--- src/rtl/fgp_pkg.sv ---
package fgp_pkg;
  localparam int FGP_ROWS = 8;

  // Row that a pin belongs to.
  function automatic int unsigned row_of(int unsigned pin, int unsigned rows);
    return pin % rows;
  endfunction

  // Next fast value after a set/clear access; clear dominates set.
  function automatic logic [31:0] apply_setclr(logic [31:0] cur, logic [31:0] s,
                                               logic [31:0] c);
    return (cur | s) & ~c;
  endfunction
endpackage

--- src/rtl/fgp_out_reg.sv ---
module fgp_out_reg #(
  parameter int ROWS = 8
) (
  input  logic            clk,
  input  logic            rst_n,
  input  logic            wr_en,
  input  logic [ROWS-1:0] wr_set,
  input  logic [ROWS-1:0] wr_clr,
  output logic [ROWS-1:0] val
);
  logic [31:0] nxt32;

  always_comb begin
    nxt32 = fgp_pkg::apply_setclr(32'(val), 32'(wr_set), 32'(wr_clr));
  end

  always_ff @(posedge clk) begin
    if (!rst_n)     val <= '0;
    else if (wr_en) val <= nxt32[ROWS-1:0];
  end
endmodule

--- src/rtl/fgp_pin_mux.sv ---
module fgp_pin_mux #(
  parameter int NUM_PINS = 74,
  parameter int ROWS     = 8
) (
  input  logic [NUM_PINS-1:0] oe,
  input  logic [NUM_PINS-1:0] tri_mode,
  input  logic [NUM_PINS-1:0] gpio_out,
  input  logic [ROWS-1:0]     fast_val,
  output logic [NUM_PINS-1:0] pad_out,
  output logic [NUM_PINS-1:0] act
);
  for (genvar p = 0; p < NUM_PINS; p++) begin : g_pin
    localparam int ROW = int'(fgp_pkg::row_of(p, ROWS));
    assign act[p]     = oe[p] & ~tri_mode[p];
    assign pad_out[p] = act[p] ? fast_val[ROW] : gpio_out[p];
  end
endmodule

--- src/rtl/fgp_in_sel.sv ---
module fgp_in_sel #(
  parameter int NUM_PINS = 74,
  parameter int ROWS     = 8
) (
  input  logic                clk,
  input  logic                rst_n,
  input  logic [NUM_PINS-1:0] act,
  input  logic [NUM_PINS-1:0] pad_in,
  output logic [ROWS-1:0]     raw,
  output logic [ROWS-1:0]     fast_in
);
  logic [ROWS-1:0] stage1;

  for (genvar r = 0; r < ROWS; r++) begin : g_row
    always_comb begin
      logic hit;
      hit    = 1'b0;
      raw[r] = 1'b0;
      for (int p = r; p < NUM_PINS; p += ROWS) begin
        if (!hit && act[p]) begin
          raw[r] = pad_in[p];
          hit    = 1'b1;
        end
      end
    end
  end

  always_ff @(posedge clk) begin
    if (!rst_n) begin
      stage1  <= '0;
      fast_in <= '0;
    end else begin
      stage1  <= raw;
      fast_in <= stage1;
    end
  end
endmodule

--- src/rtl/fast_gpio_port.sv ---
module fast_gpio_port #(
  parameter int NUM_PINS = 74,
  parameter int ROWS     = fgp_pkg::FGP_ROWS
) (
  input  logic                clk,
  input  logic                rst_n,
  input  logic                wr_en,
  input  logic [ROWS-1:0]     wr_set,
  input  logic [ROWS-1:0]     wr_clr,
  input  logic [NUM_PINS-1:0] oe,
  input  logic [NUM_PINS-1:0] tri_mode,
  input  logic [NUM_PINS-1:0] gpio_out,
  input  logic [NUM_PINS-1:0] pad_in,
  output logic [NUM_PINS-1:0] pad_out,
  output logic [NUM_PINS-1:0] fast_act,
  output logic [ROWS-1:0]     fast_val,
  output logic [ROWS-1:0]     fast_in
);
  // Named internal event for the checker: per-row pad chosen before sync.
  logic [ROWS-1:0] row_raw;

  fgp_out_reg #(.ROWS(ROWS)) u_out (
    .clk(clk), .rst_n(rst_n), .wr_en(wr_en),
    .wr_set(wr_set), .wr_clr(wr_clr), .val(fast_val)
  );

  fgp_pin_mux #(.NUM_PINS(NUM_PINS), .ROWS(ROWS)) u_mux (
    .oe(oe), .tri_mode(tri_mode), .gpio_out(gpio_out),
    .fast_val(fast_val), .pad_out(pad_out), .act(fast_act)
  );

  fgp_in_sel #(.NUM_PINS(NUM_PINS), .ROWS(ROWS)) u_in (
    .clk(clk), .rst_n(rst_n), .act(fast_act), .pad_in(pad_in),
    .raw(row_raw), .fast_in(fast_in)
  );
endmodule

--- config.mk ---
export PLATFORM = sky130hd
export DESIGN_NAME = fast_gpio_port
export DESIGN_NICKNAME = d
export VERILOG_FILES = /design/src/rtl/fgp_pkg.sv /design/src/rtl/fgp_out_reg.sv /design/src/rtl/fgp_pin_mux.sv /design/src/rtl/fgp_in_sel.sv /design/src/rtl/fast_gpio_port.sv
export SDC_FILE = /design/constraint.sdc
export NUM_CORES = 1
export LEC_CHECK = 0
export BUFFER_PORTS_ARGS = -buffer_cell sky130_fd_sc_hd__buf_2
export CAP_MARGIN = 20
export CORE_AREA = 2 2 186 188
export CTS_BUF_LIST = sky130_fd_sc_hd__clkbuf_2
export DETAILED_ROUTE_END_ITERATION = 7
export DIE_AREA = 0 0 188 190
export MAX_ROUTING_LAYER = met4
export SLEW_MARGIN = 20
export SYNTH_ARGS = -nofsm -noshare
export SYNTH_HDL_FRONTEND = slang
export SYNTH_SLANG_ARGS = --single-unit
--- constraint.sdc ---
create_clock -name clk -period 3.27 [get_ports clk]
set_input_delay 0.654 -clock clk [delete_from_list [all_inputs] [get_ports clk]]
set_output_delay 0.654 -clock clk [all_outputs]
set_load 0.02 [all_outputs]
* Word level (Yosys, flattened, before mapping) *
Index checks and enable logic that the tools add are counted.

word-level totals
  flip-flop bits (word level) = 24
  bits of input ports = 315
  output and inout bits = 164
  word-level logic and storage cells = 500

cells by class
  mux-type cells = 214
  bitwise gates (word level) = 151
  reduce and logical (&&, ||, !) cells = 132

operators with widths
  operator             count
  $mux W1              214
  $and A1 B1 Y1        74
  $not A1 Y1           74
  $logic_and A1 B1 Y1  66
  $logic_not A1 Y1     66
  $and A8 B8 Y8        1
  $not A8 Y8           1
  $or A8 B8 Y8         1

* Logic depth before layout (Yosys ltp) *
  word-level depth = 30
  gate-level depth with buffers = 6
  depth with buffers taken out = 6

* By module *
A second synthesis with hierarchy kept.

second synthesis, totals
  cell total of the unflattened synthesis = 365
  area, all modules = 3865.0 um^2

modules (own cells, without submodules)
  module       instances  cells each  area an instance (um^2)  seq. area each (um^2)
  fgp_pin_mux  1          148         2129.5                   0.0
  fgp_in_sel   1          190         1392.6                   320.3
  fgp_out_reg  1          27          342.8                    160.2

* Worst setup path before layout *
Ideal clock, no wire load.

  path type = input-to-output
  start = input oe[0]
  end = output pad_out[0]
  arrival = 1581 ps
  data required time = 2616 ps
  setup slack = 1035 ps
  stages = 2
  path buffers = 0
  cell sequence = nor2b_1 -> mux2_2

on the way
  cells in the longest elaborated chain, start to end = 2

ends and longest elaborated chain
  element        line                  text
  from (decl)    fast_gpio_port.sv:10  input logic [NUM_PINS-1:0] oe,
  $and A1 B1 Y1  fgp_pin_mux.sv:14     assign act[p] = oe[p] & ~tri_mode[p];
  $mux W1        fgp_pin_mux.sv:15     assign pad_out[p] = act[p] ? fast_val[ROW] : gpio_out[p];
  to (decl)      fast_gpio_port.sv:14  output logic [NUM_PINS-1:0] pad_out,

Every way passes these cells.

* Worst setup path after layout *
  start = input oe[34]
  end = output pad_out[34]

The elaborated chain is that of the path after synthesis.

==> out/qor.yml <==
yosys:
  synth-compound-area-share: 0.164
  synth.yosys.seq_area_share: 0.150
  synth.avg_cell_area_um2: 6.88
  synthArstFlopShare: 0
  yosysUniqueCellTypes: 38
  synthAdderAreaFrac: 0
  syn-cell-area_um2: 3190
  syn-instance-count: 464
  ys_ff_latch: 24
  yosys.area_share.simple: 0.426
  synthXorXnorAreaFrac: 0
  synth_top_family_by_area: "simple AND/OR/NAND/NOR gates"
  synth_edf_count: 0
  synth_fp_nets: 779
  synth_ff_type: "dfxtp_1"
  muxShareOfSynthArea: 0.183
  yosys_warnings: 0
clocking:
  cts_sinks: 24
  cts_setup_buffers: 0
  ctsHtreeMaxLevel: 1
  cts_tree: "yes"
  cts.reportedPaths.clkPinSlew_ps: 350
  cts_hold_buffers: 0
  ctsResizeCount: 0
  cts-root-buf: "clkbuf_2"
  clk_latency_ps: 450
  numCtsBuffers: 3
  cts_buffer_depth: 2
sta:
  worstMarginPinSlew_ps: 707
  relSlewSlack: 0.525
  setup_violations: 0
  clock_skew_ps: 0.569
  rsz0062_at_grt: "no"
  period_minus_slack_ps: 2330
  timing.fmax_mhz: 430
  period_share: 0.712
  drv_slew: 0
  hold_viol: 0
  fin_setup_tns_ps: 0
hold_path:
  holdCritStartpoint: "wr_clr[1]"
  hold_end: "u_out.val[1]$_SDFFE_PN0P_"
  min_path_cells: 4
  hp-class: "input port to flop"
grt:
  grt_antenna_before_repair: 1
  grt_pass1_wl_mm: 28.0
  grt_pass1_vias: 4833
  grt.total_usage: 0.107
  grt_max_degree: 25
  overflow: 0
cells_and_area:
  fill_cells: 3910
  syn2layout_area_growth_pct: 91.5
  nNetsFinal: 1251
  layout-drive-gt1-share: 0.604
  layout_common_cells: "478 x buf_2, 107 x nand2_1, 52 x mux2_2"
  final_common_cell: "buf_2"
setup_path:
  required_ps: 2620
  path_class: "input port to output port"
  worst_setup_path_end_kind: "output port"
  crit_arrival_ps: 1670
  worstPathMaxFanout: 4
  ff2ff_setup_slack_ps: 2320
  cp-start-kind: "input port"
  worst_r2r_path_depth: 2
  timing.rr.start: "u_out.val[4]$_SDFFE_PN0P_"
  r2r-end: "u_out.val[4]$_SDFFE_PN0P_"
die:
  start_util: 0.0941
  die_x_um: 188
  core_region_area_um2: 33900
  io_pins: 479
  die_h_um: 190
  rows: 68
  dieArea_um2: 35700
detailed_routing:
  vias_per_cell: 3.71
  drt_wl_total_mm: 20.2
  drt_iter0_drc: 161
  dr.pass1.iters: 4
  drc: 0
  via_count: 5157
  ant_nets: 0
  wire_per_inst_um: 14.5
placement:
  dp_hpwl_mm: 17.4
  port_buffers: 478
  gp_congestion: 0.894
job:
  drv_cap: 0
pwr:
  leakagePower_nw: 3.55
  ir_worst_vdd_mv: 0.0908
  power.total_mw: 1.34
  cellPowerDensity_nw_per_um2: 220
status:
  status: "complete, no violations"
critical path, cell delays in order:
cell and delay [ps]:
buf_2 90, nor2b_1 360, mux2_2 400, buf_2 160
kinds of logic (layout without fill, tap and decap cells):
kind of cell	count (synthesis)	count (layout)
mux	52	52
simple gates	254	254
flops	24	24
compound gates	74	74
other cells	0	1
buf+inv	60	530
synthesized netlist by cell type (6+ instances only):
cell	count	area (um^2)
nor2b_1	27	169
inv_2	10	37.5
o211ai_1	11	82.6
nor2_1	16	60.1
and2_1	9	56.3
o22ai_1	7	43.8
nand2b_2	6	52.6
o21ai_0	9	45.0
nand2_1	107	402
dfxtp_1	24	480
a21oi_1	14	70.1
nand2b_1	33	206
nand3_1	17	85.1
inv_1	38	143
mux2_2	52	586
nand3b_1	15	113
clkbuf_1	7	26.3
state kept, by name, indices dropped and copies added, names as in the netlist:
signal	flops
u_out.val	8
u_in.fast_in	8
u_in.stage1	8
report_power, final:
part	total (mW)	switching [mW]	internal (mW)
clock	0.165	0.140	0.0246
combinational	0.838	0.468	0.370
sequential	0.340	0.0236	0.317
metrics by stage:
step	hold slack, ps	utilization	worst slack (ps)	instance area [um^2]	cells
3_3_place_gp	414	0.180	975	6100	1386
2_1_floorplan	406	-	1030	3190	464
3_5_place_dp	412	0.180	975	6100	1386
6_report	359	0.180	942	6120	1390
4_1_cts	270	0.180	931	6110	1389
5_1_grt	305	0.180	866	6120	1390
routing by layer:
metal,global-route usage,part of all wire,vias to the layer above
li1,-,-,2519
met1,0.114,0.39,2277
met2,0.197,0.51,333
met3,0.0183,0.075,28
met4,0.0430,0.029,0
met5,-,0,-
cell type report:
type                    count  area [um^2]  area share
inverters                  48          180      0.0295
repair buffers            479         2400       0.392
flip-flops and latches     24          480      0.0786
well taps                 455          569      0.0931
clock buffers               3         15.0     0.00245
diodes                      1         2.50    0.000409
multi-input cells         380         2470       0.404
worst max path at each step:
stage / startpoint / to / slack, ps
after floorplan: oe[0] / pad_out[0] / 1030
after global placement: tri_mode[68] / pad_out[68] / 980
after detailed placement: oe[34] / pad_out[34] / 980
after CTS: u_out.val[4]$_SDFFE_PN0P_ / pad_out[52] / 930
after global routing: u_out.val[4]$_SDFFE_PN0P_ / pad_out[60] / 870
final: oe[34] / pad_out[34] / 940
(Power assumes the default switching activity.)
